`src/rtl/acc_alu_pkg.sv`:
```
package acc_alu_pkg;

    localparam int DATA_W = 8;
    localparam int PAIR_W = 16;
    localparam int OP_W   = 4;
    localparam int NIB_W  = 4;

    localparam int FLG_C  = 0;
    localparam int FLG_N  = 1;
    localparam int FLG_PV = 2;
    localparam int FLG_X3 = 3;
    localparam int FLG_H  = 4;
    localparam int FLG_X5 = 5;
    localparam int FLG_Z  = 6;
    localparam int FLG_S  = 7;

    typedef enum logic [OP_W-1:0] {
        OP_ADD   = 4'd0,
        OP_ADC   = 4'd1,
        OP_SUB   = 4'd2,
        OP_SBC   = 4'd3,
        OP_CMP   = 4'd4,
        OP_AND   = 4'd5,
        OP_XOR   = 4'd6,
        OP_OR    = 4'd7,
        OP_INC   = 4'd8,
        OP_DEC   = 4'd9,
        OP_ADD16 = 4'd10
    } alu_op_e;

    typedef struct packed {
        logic [DATA_W-1:0] res;
        logic [7:0]        flg;
    } alu_out_t;

    function automatic logic even_parity(input logic [DATA_W-1:0] v);
        return ~(^v);
    endfunction

    // Assemble the flag byte: sign, zero and copy bits come from the result.
    function automatic logic [7:0] build_flags(input logic [DATA_W-1:0] r,
                                               input logic h,
                                               input logic pv,
                                               input logic n,
                                               input logic c);
        logic [7:0] f;
        f         = '0;
        f[FLG_S]  = r[7];
        f[FLG_Z]  = (r == '0);
        f[FLG_X5] = r[5];
        f[FLG_H]  = h;
        f[FLG_X3] = r[3];
        f[FLG_PV] = pv;
        f[FLG_N]  = n;
        f[FLG_C]  = c;
        return f;
    endfunction

endpackage

```
`src/rtl/acc_alu_addsub.sv`:
```
module acc_alu_addsub
    import acc_alu_pkg::*;
(
    input  logic [DATA_W-1:0] a,
    input  logic [DATA_W-1:0] b,
    input  logic              cin,
    input  logic              is_sub,
    output alu_out_t          out
);
    localparam int EXT_W = DATA_W + 1;
    localparam int NEX_W = NIB_W + 1;

    logic [EXT_W-1:0] wide;
    logic [NEX_W-1:0] nib;
    logic [DATA_W-1:0] r;
    logic              ovf;

    always_comb begin
        if (is_sub) begin
            wide = {1'b0, a} - {1'b0, b} - {{DATA_W{1'b0}}, cin};
            nib  = {1'b0, a[NIB_W-1:0]} - {1'b0, b[NIB_W-1:0]} - {{NIB_W{1'b0}}, cin};
        end else begin
            wide = {1'b0, a} + {1'b0, b} + {{DATA_W{1'b0}}, cin};
            nib  = {1'b0, a[NIB_W-1:0]} + {1'b0, b[NIB_W-1:0]} + {{NIB_W{1'b0}}, cin};
        end
        r = wide[DATA_W-1:0];
        if (is_sub)
            ovf = (a[DATA_W-1] != b[DATA_W-1]) && (r[DATA_W-1] != a[DATA_W-1]);
        else
            ovf = (a[DATA_W-1] == b[DATA_W-1]) && (r[DATA_W-1] != a[DATA_W-1]);
        out.res = r;
        out.flg = build_flags(r, nib[NIB_W], ovf, is_sub, wide[DATA_W]);
    end

endmodule

```
`src/rtl/acc_alu_logic.sv`:
```
module acc_alu_logic
    import acc_alu_pkg::*;
(
    input  logic [DATA_W-1:0] a,
    input  logic [DATA_W-1:0] b,
    input  alu_op_e           op,
    output alu_out_t          out
);
    logic [DATA_W-1:0] r;

    always_comb begin
        unique case (op)
            OP_AND:  r = a & b;
            OP_XOR:  r = a ^ b;
            default: r = a | b;
        endcase
        out.res = r;
        out.flg = build_flags(r, op == OP_AND, even_parity(r), 1'b0, 1'b0);
    end

endmodule

```
`src/rtl/acc_alu_incdec.sv`:
```
module acc_alu_incdec
    import acc_alu_pkg::*;
(
    input  logic [DATA_W-1:0] val,
    input  logic              is_dec,
    input  logic              old_c,
    output alu_out_t          out
);
    localparam logic [DATA_W-1:0] MOST_NEG = {1'b1, {(DATA_W-1){1'b0}}};
    localparam logic [DATA_W-1:0] MOST_POS = {1'b0, {(DATA_W-1){1'b1}}};

    logic [DATA_W-1:0] r;
    logic              h;
    logic              ovf;

    always_comb begin
        if (is_dec) begin
            r   = val - 1'b1;
            h   = (val[NIB_W-1:0] == '0);
            ovf = (val == MOST_NEG);
        end else begin
            r   = val + 1'b1;
            h   = (val[NIB_W-1:0] == '1);
            ovf = (val == MOST_POS);
        end
        out.res = r;
        out.flg = build_flags(r, h, ovf, is_dec, old_c);
    end

endmodule

```
`src/rtl/acc_alu_pair_add.sv`:
```
module acc_alu_pair_add
    import acc_alu_pkg::*;
#(
    parameter int W = PAIR_W
) (
    input  logic [W-1:0] pa,
    input  logic [W-1:0] pb,
    input  logic [2:0]   kept,     // old sign, zero, parity/overflow
    output logic [W-1:0] sum,
    output logic [7:0]   flg
);
    localparam int NIBS = W / NIB_W;

    logic [NIBS:0] cy;

    assign cy[0] = 1'b0;

    for (genvar g = 0; g < NIBS; g++) begin : g_nib
        logic [NIB_W:0] part;
        assign part = {1'b0, pa[g*NIB_W +: NIB_W]} + {1'b0, pb[g*NIB_W +: NIB_W]}
                    + {{NIB_W{1'b0}}, cy[g]};
        assign sum[g*NIB_W +: NIB_W] = part[NIB_W-1:0];
        assign cy[g+1] = part[NIB_W];
    end

    always_comb begin
        flg         = '0;
        flg[FLG_S]  = kept[2];
        flg[FLG_Z]  = kept[1];
        flg[FLG_PV] = kept[0];
        flg[FLG_X5] = sum[W-3];
        flg[FLG_X3] = sum[W-5];
        flg[FLG_H]  = cy[NIBS-1];
        flg[FLG_N]  = 1'b0;
        flg[FLG_C]  = cy[NIBS];
    end

endmodule

```
`src/rtl/acc_alu.sv`:
```
module acc_alu
    import acc_alu_pkg::*;
(
    input  logic [OP_W-1:0]   op_sel,
    input  logic [DATA_W-1:0] acc_in,
    input  logic [DATA_W-1:0] opnd_in,
    input  logic              carry_in,
    input  logic [7:0]        flags_in,
    input  logic [PAIR_W-1:0] pair_a,
    input  logic [PAIR_W-1:0] pair_b,
    output logic [DATA_W-1:0] acc_out,
    output logic [7:0]        flags_out,
    output logic [PAIR_W-1:0] pair_out
);
    alu_op_e           op;
    logic              as_sub;
    logic              as_cin;
    alu_out_t          as_out;
    alu_out_t          lg_out;
    alu_out_t          id_out;
    logic [PAIR_W-1:0] pr_sum;
    logic [7:0]        pr_flg;

    assign op     = alu_op_e'(op_sel);
    assign as_sub = (op == OP_SUB) || (op == OP_SBC) || (op == OP_CMP);
    assign as_cin = ((op == OP_ADC) || (op == OP_SBC)) ? carry_in : 1'b0;

    acc_alu_addsub u_addsub (
        .a      (acc_in),
        .b      (opnd_in),
        .cin    (as_cin),
        .is_sub (as_sub),
        .out    (as_out)
    );

    acc_alu_logic u_logic (
        .a   (acc_in),
        .b   (opnd_in),
        .op  (op),
        .out (lg_out)
    );

    acc_alu_incdec u_incdec (
        .val    (opnd_in),
        .is_dec (op == OP_DEC),
        .old_c  (flags_in[FLG_C]),
        .out    (id_out)
    );

    acc_alu_pair_add #(.W(PAIR_W)) u_pair (
        .pa   (pair_a),
        .pb   (pair_b),
        .kept ({flags_in[FLG_S], flags_in[FLG_Z], flags_in[FLG_PV]}),
        .sum  (pr_sum),
        .flg  (pr_flg)
    );

    always_comb begin
        acc_out   = acc_in;
        flags_out = flags_in;
        pair_out  = pair_a;
        case (op_sel)
            OP_ADD, OP_ADC, OP_SUB, OP_SBC: begin
                acc_out   = as_out.res;
                flags_out = as_out.flg;
            end
            OP_CMP: begin
                flags_out = as_out.flg;
            end
            OP_AND, OP_XOR, OP_OR: begin
                acc_out   = lg_out.res;
                flags_out = lg_out.flg;
            end
            OP_INC, OP_DEC: begin
                acc_out   = id_out.res;
                flags_out = id_out.flg;
            end
            OP_ADD16: begin
                flags_out = pr_flg;
                pair_out  = pr_sum;
            end
            default: ;
        endcase
    end

endmodule

```
`config.mk`:
```
export PLATFORM = sky130hd
export DESIGN_NAME = acc_alu
export DESIGN_NICKNAME = d
export VERILOG_FILES = /design/src/rtl/acc_alu_pkg.sv /design/src/rtl/acc_alu_addsub.sv /design/src/rtl/acc_alu_logic.sv /design/src/rtl/acc_alu_incdec.sv /design/src/rtl/acc_alu_pair_add.sv /design/src/rtl/acc_alu.sv
export SDC_FILE = /design/constraint.sdc
export NUM_CORES = 1
export LEC_CHECK = 0
export ABC_AREA = 1
export ABC_CLOCK_PERIOD_IN_PS = 5500
export BUFFER_PORTS_ARGS = -buffer_cell sky130_fd_sc_hd__buf_2
export CAP_MARGIN = 15
export CORE_UTILIZATION = 35
export DETAILED_ROUTE_END_ITERATION = 8
export PLACE_DENSITY = 0.57
export RECOVER_POWER = 50
export REMOVE_ABC_BUFFERS = 1
export SLEW_MARGIN = 20
export SYNTH_ARGS = -nofsm -noshare
export SYNTH_HDL_FRONTEND = slang
export SYNTH_SLANG_ARGS = --single-unit
```
`constraint.sdc`:
```
create_clock -name vclk -period 5.5
set_clock_uncertainty 0.05 [all_clocks]
set_input_delay 0 -clock vclk [all_inputs]
set_output_delay 0 -clock vclk [all_outputs]
set_load 0.05 [all_outputs]
```
==> results.toml <==
[run_status]
status = "finished, final reports clean"

[grt]
grt_pass1_wl_um = 15590
antenna_found_initial = 0
grt_max_degree = 28
track_usage_pct = 21.55
grt_remaining_overflow = 0
first_global_vias = 3365

[synth]
syn-cell-area_mm2 = 0.002999
synth_cell_types = 36
yosysWarnings = 0
syn_avg_cell_area_um2 = 5.790
muxShareOfSynthArea_pct = 0
yosys.area_share.adder_pct = 30.54
synthCells = 518
synth_top_family_by_area = "simple AND/OR/NAND/NOR gates"
yosysSeqAreaShare_pct = 0
synthXorXnorAreaFrac_pct = 4.673
synthSimpleGateAreaFrac_pct = 39.92
synth_compound_area_share_pct = 13.10

[layout]
fillCellCount = 967
antenna-diode-count = 0
clkbuf_count = 0
nets = 734
fin_util_pct = 42.79
final_common_cell = "nand2_1"
final_cell_mix = "169 x nand2_1, 80 x buf_2, 79 x inv_1, 60 x nand3_1, 54 x ha_1"
drive_above_1_share_pct = 15.37
area_delta_synth_final_pct = 17.81
seq_cells = 0
regArea_um2 = 0

[routing]
wire_per_inst_um = 13.22
drc = 0
drtAntennaViolNets = 0
vias = 3581
dr.pass1.iters = 4
drt_wl_total_um = 9389
drtIter0Drc = 167
via_per_inst = 5.044

[place]
io_buffers = 93
place.gp.congestion = 0.8793
dp_hpwl_um = 8148

[flow_run]
cap_viol_max_count = 0

[min_path]
hp-class = "input pin to output pin"

[sta]
setup_viol = 0
tightest_slew_ps = 982.7
finalCritPeriodShare_pct = 83.88
finalHoldViolations = 0
relSlewSlack_pct = 34.24
final.min_clock_period_ps = 4614
fin_setup_tns_ps = 0
rsz0062_at_grt = "no"
finalMaxSlewViolations = 0
fmax_mhz = 216.8
fin_hold_ws_ps = 354.6

[floorplanning]
die_h_um = 94.57
start_util_pct = 36.32
dieArea_mm2 = 0.008943
placementRows = 33
ioPinCount = 93
fp.coreArea_mm2 = 0.008258
fp.dieW_um = 94.57

[power]
max-vdd-ir-drop_uv = 63.04
leakage_nw = 2.038
total_power_mw = 0.4302
power_density_mw_per_mm2 = 121.8

[clock_tree]
postCtsSetupBuffers = 0
cts_resized = 0
hold_buffers = 0

[worst_setup_path]
worstSetupPathType = "input pin to output pin"
critPathRequiredTime_ps = 5450
cp_data_arrival_time_ps = 4560
path_max_fanout = 2
endpoint_kind = "output pin"
critPathLaunchType = "input pin"
## routing by layer
metal | global-route usage [%] | up-vias | wire length, um
met1 | 28.61 | 1617 | 4315
met5 | 0 | - | 0
met2 | 39.01 | 96 | 4510
met3 | 1.530 | 8 | 459
li1 | - | 1860 | -
met4 | 2.525 | 0 | 104
## Yosys cell counts
library cell  number  area share, %
nand2_1          169             21
inv_1             78            9.8
nand3_1           59            9.8
ha_1              54             23
a21oi_1           28            4.7
nor2_1            24            3.0
o21ai_0           17            2.8
fa_1              12            8.0
nand4_1           11            2.3
xnor2_1            8            2.3
xor2_1             8            2.3
o21ai_1            7            1.2
inv_2              5           0.63
o2111ai_1          4            1.2
o211ai_1           4            1.0
buf_2              3           0.50
nor3_1             3           0.50
a21o_1             2           0.50
clkbuf_1           2           0.25
nor2_2             2           0.42
o21bai_1           2           0.50
or2_2              2           0.42
a21oi_2            1           0.29
a31oi_1            1           0.21
buf_4              1           0.25
buf_6              1           0.38
nand2_2            1           0.21
nand2_4            1           0.38
nand3_2            1           0.33
nand3b_1           1           0.25
nor2_4             1           0.38
nor3_4             1           0.54
o21a_1             1           0.25
o221ai_1           1           0.29
o22ai_1            1           0.21
or2_1              1           0.21
## cell families (layout without fill, tap and decap cells)
kind of cell / Yosys count / in the layout
compound gates: 69 / 69
xor+xnor: 16 / 16
fa+ha+maj: 66 / 66
buf+inv: 90 / 177
simple gates: 277 / 277
## through the flow
stage	std cells	setup WS (ps)	cell area, um^2
global route	710	624.5	3533
detailed placement	710	876.2	3562
CTS	710	868.0	3562
global placement	710	968.8	3562
finish	710	886.5	3533
floorplan	511	631.3	2958
## power by group
part           leakage [nW]  internal (mW)  total [mW]  switching [mW]
clock                     0              0           0               0
sequential                0              0           0               0
combinational          2.04          0.136       0.430           0.294
total                  2.04          0.136       0.430           0.294
## critical path: stages
cell and delay [ps]:
buf_2 110, ha_1 220, fa_1 410, a21oi_1 160
o21bai_1 90, fa_1 410, fa_1 420, a21oi_1 190
o21bai_1 90, fa_1 400, fa_1 420, nand3_1 90
nand2_1 80, fa_1 420, fa_1 430, nand3_1 90
a21oi_1 70, a21oi_1 160, nand3_1 80, buf_2 220
## layout make-up
class | count | area, um^2 | area share, %
multi-input combinational | 428 | 2634 | 74.54
inverter | 83 | 311.5 | 8.817
timing repair buffer | 94 | 456.7 | 12.92
tap | 105 | 131.4 | 3.718
## path summary, 6_finish.rpt
| kind | to | depth (start not counted) | startpoint | slack [ps] |
|---|---|---|---|---|
| worst max-delay path | flags_out[0] | 20 | pair_a[0] | 890 |
| worst min-delay path | pair_out[11] | 4 | pair_a[11] | 350 |
Power figures use the tool's default switching activity.
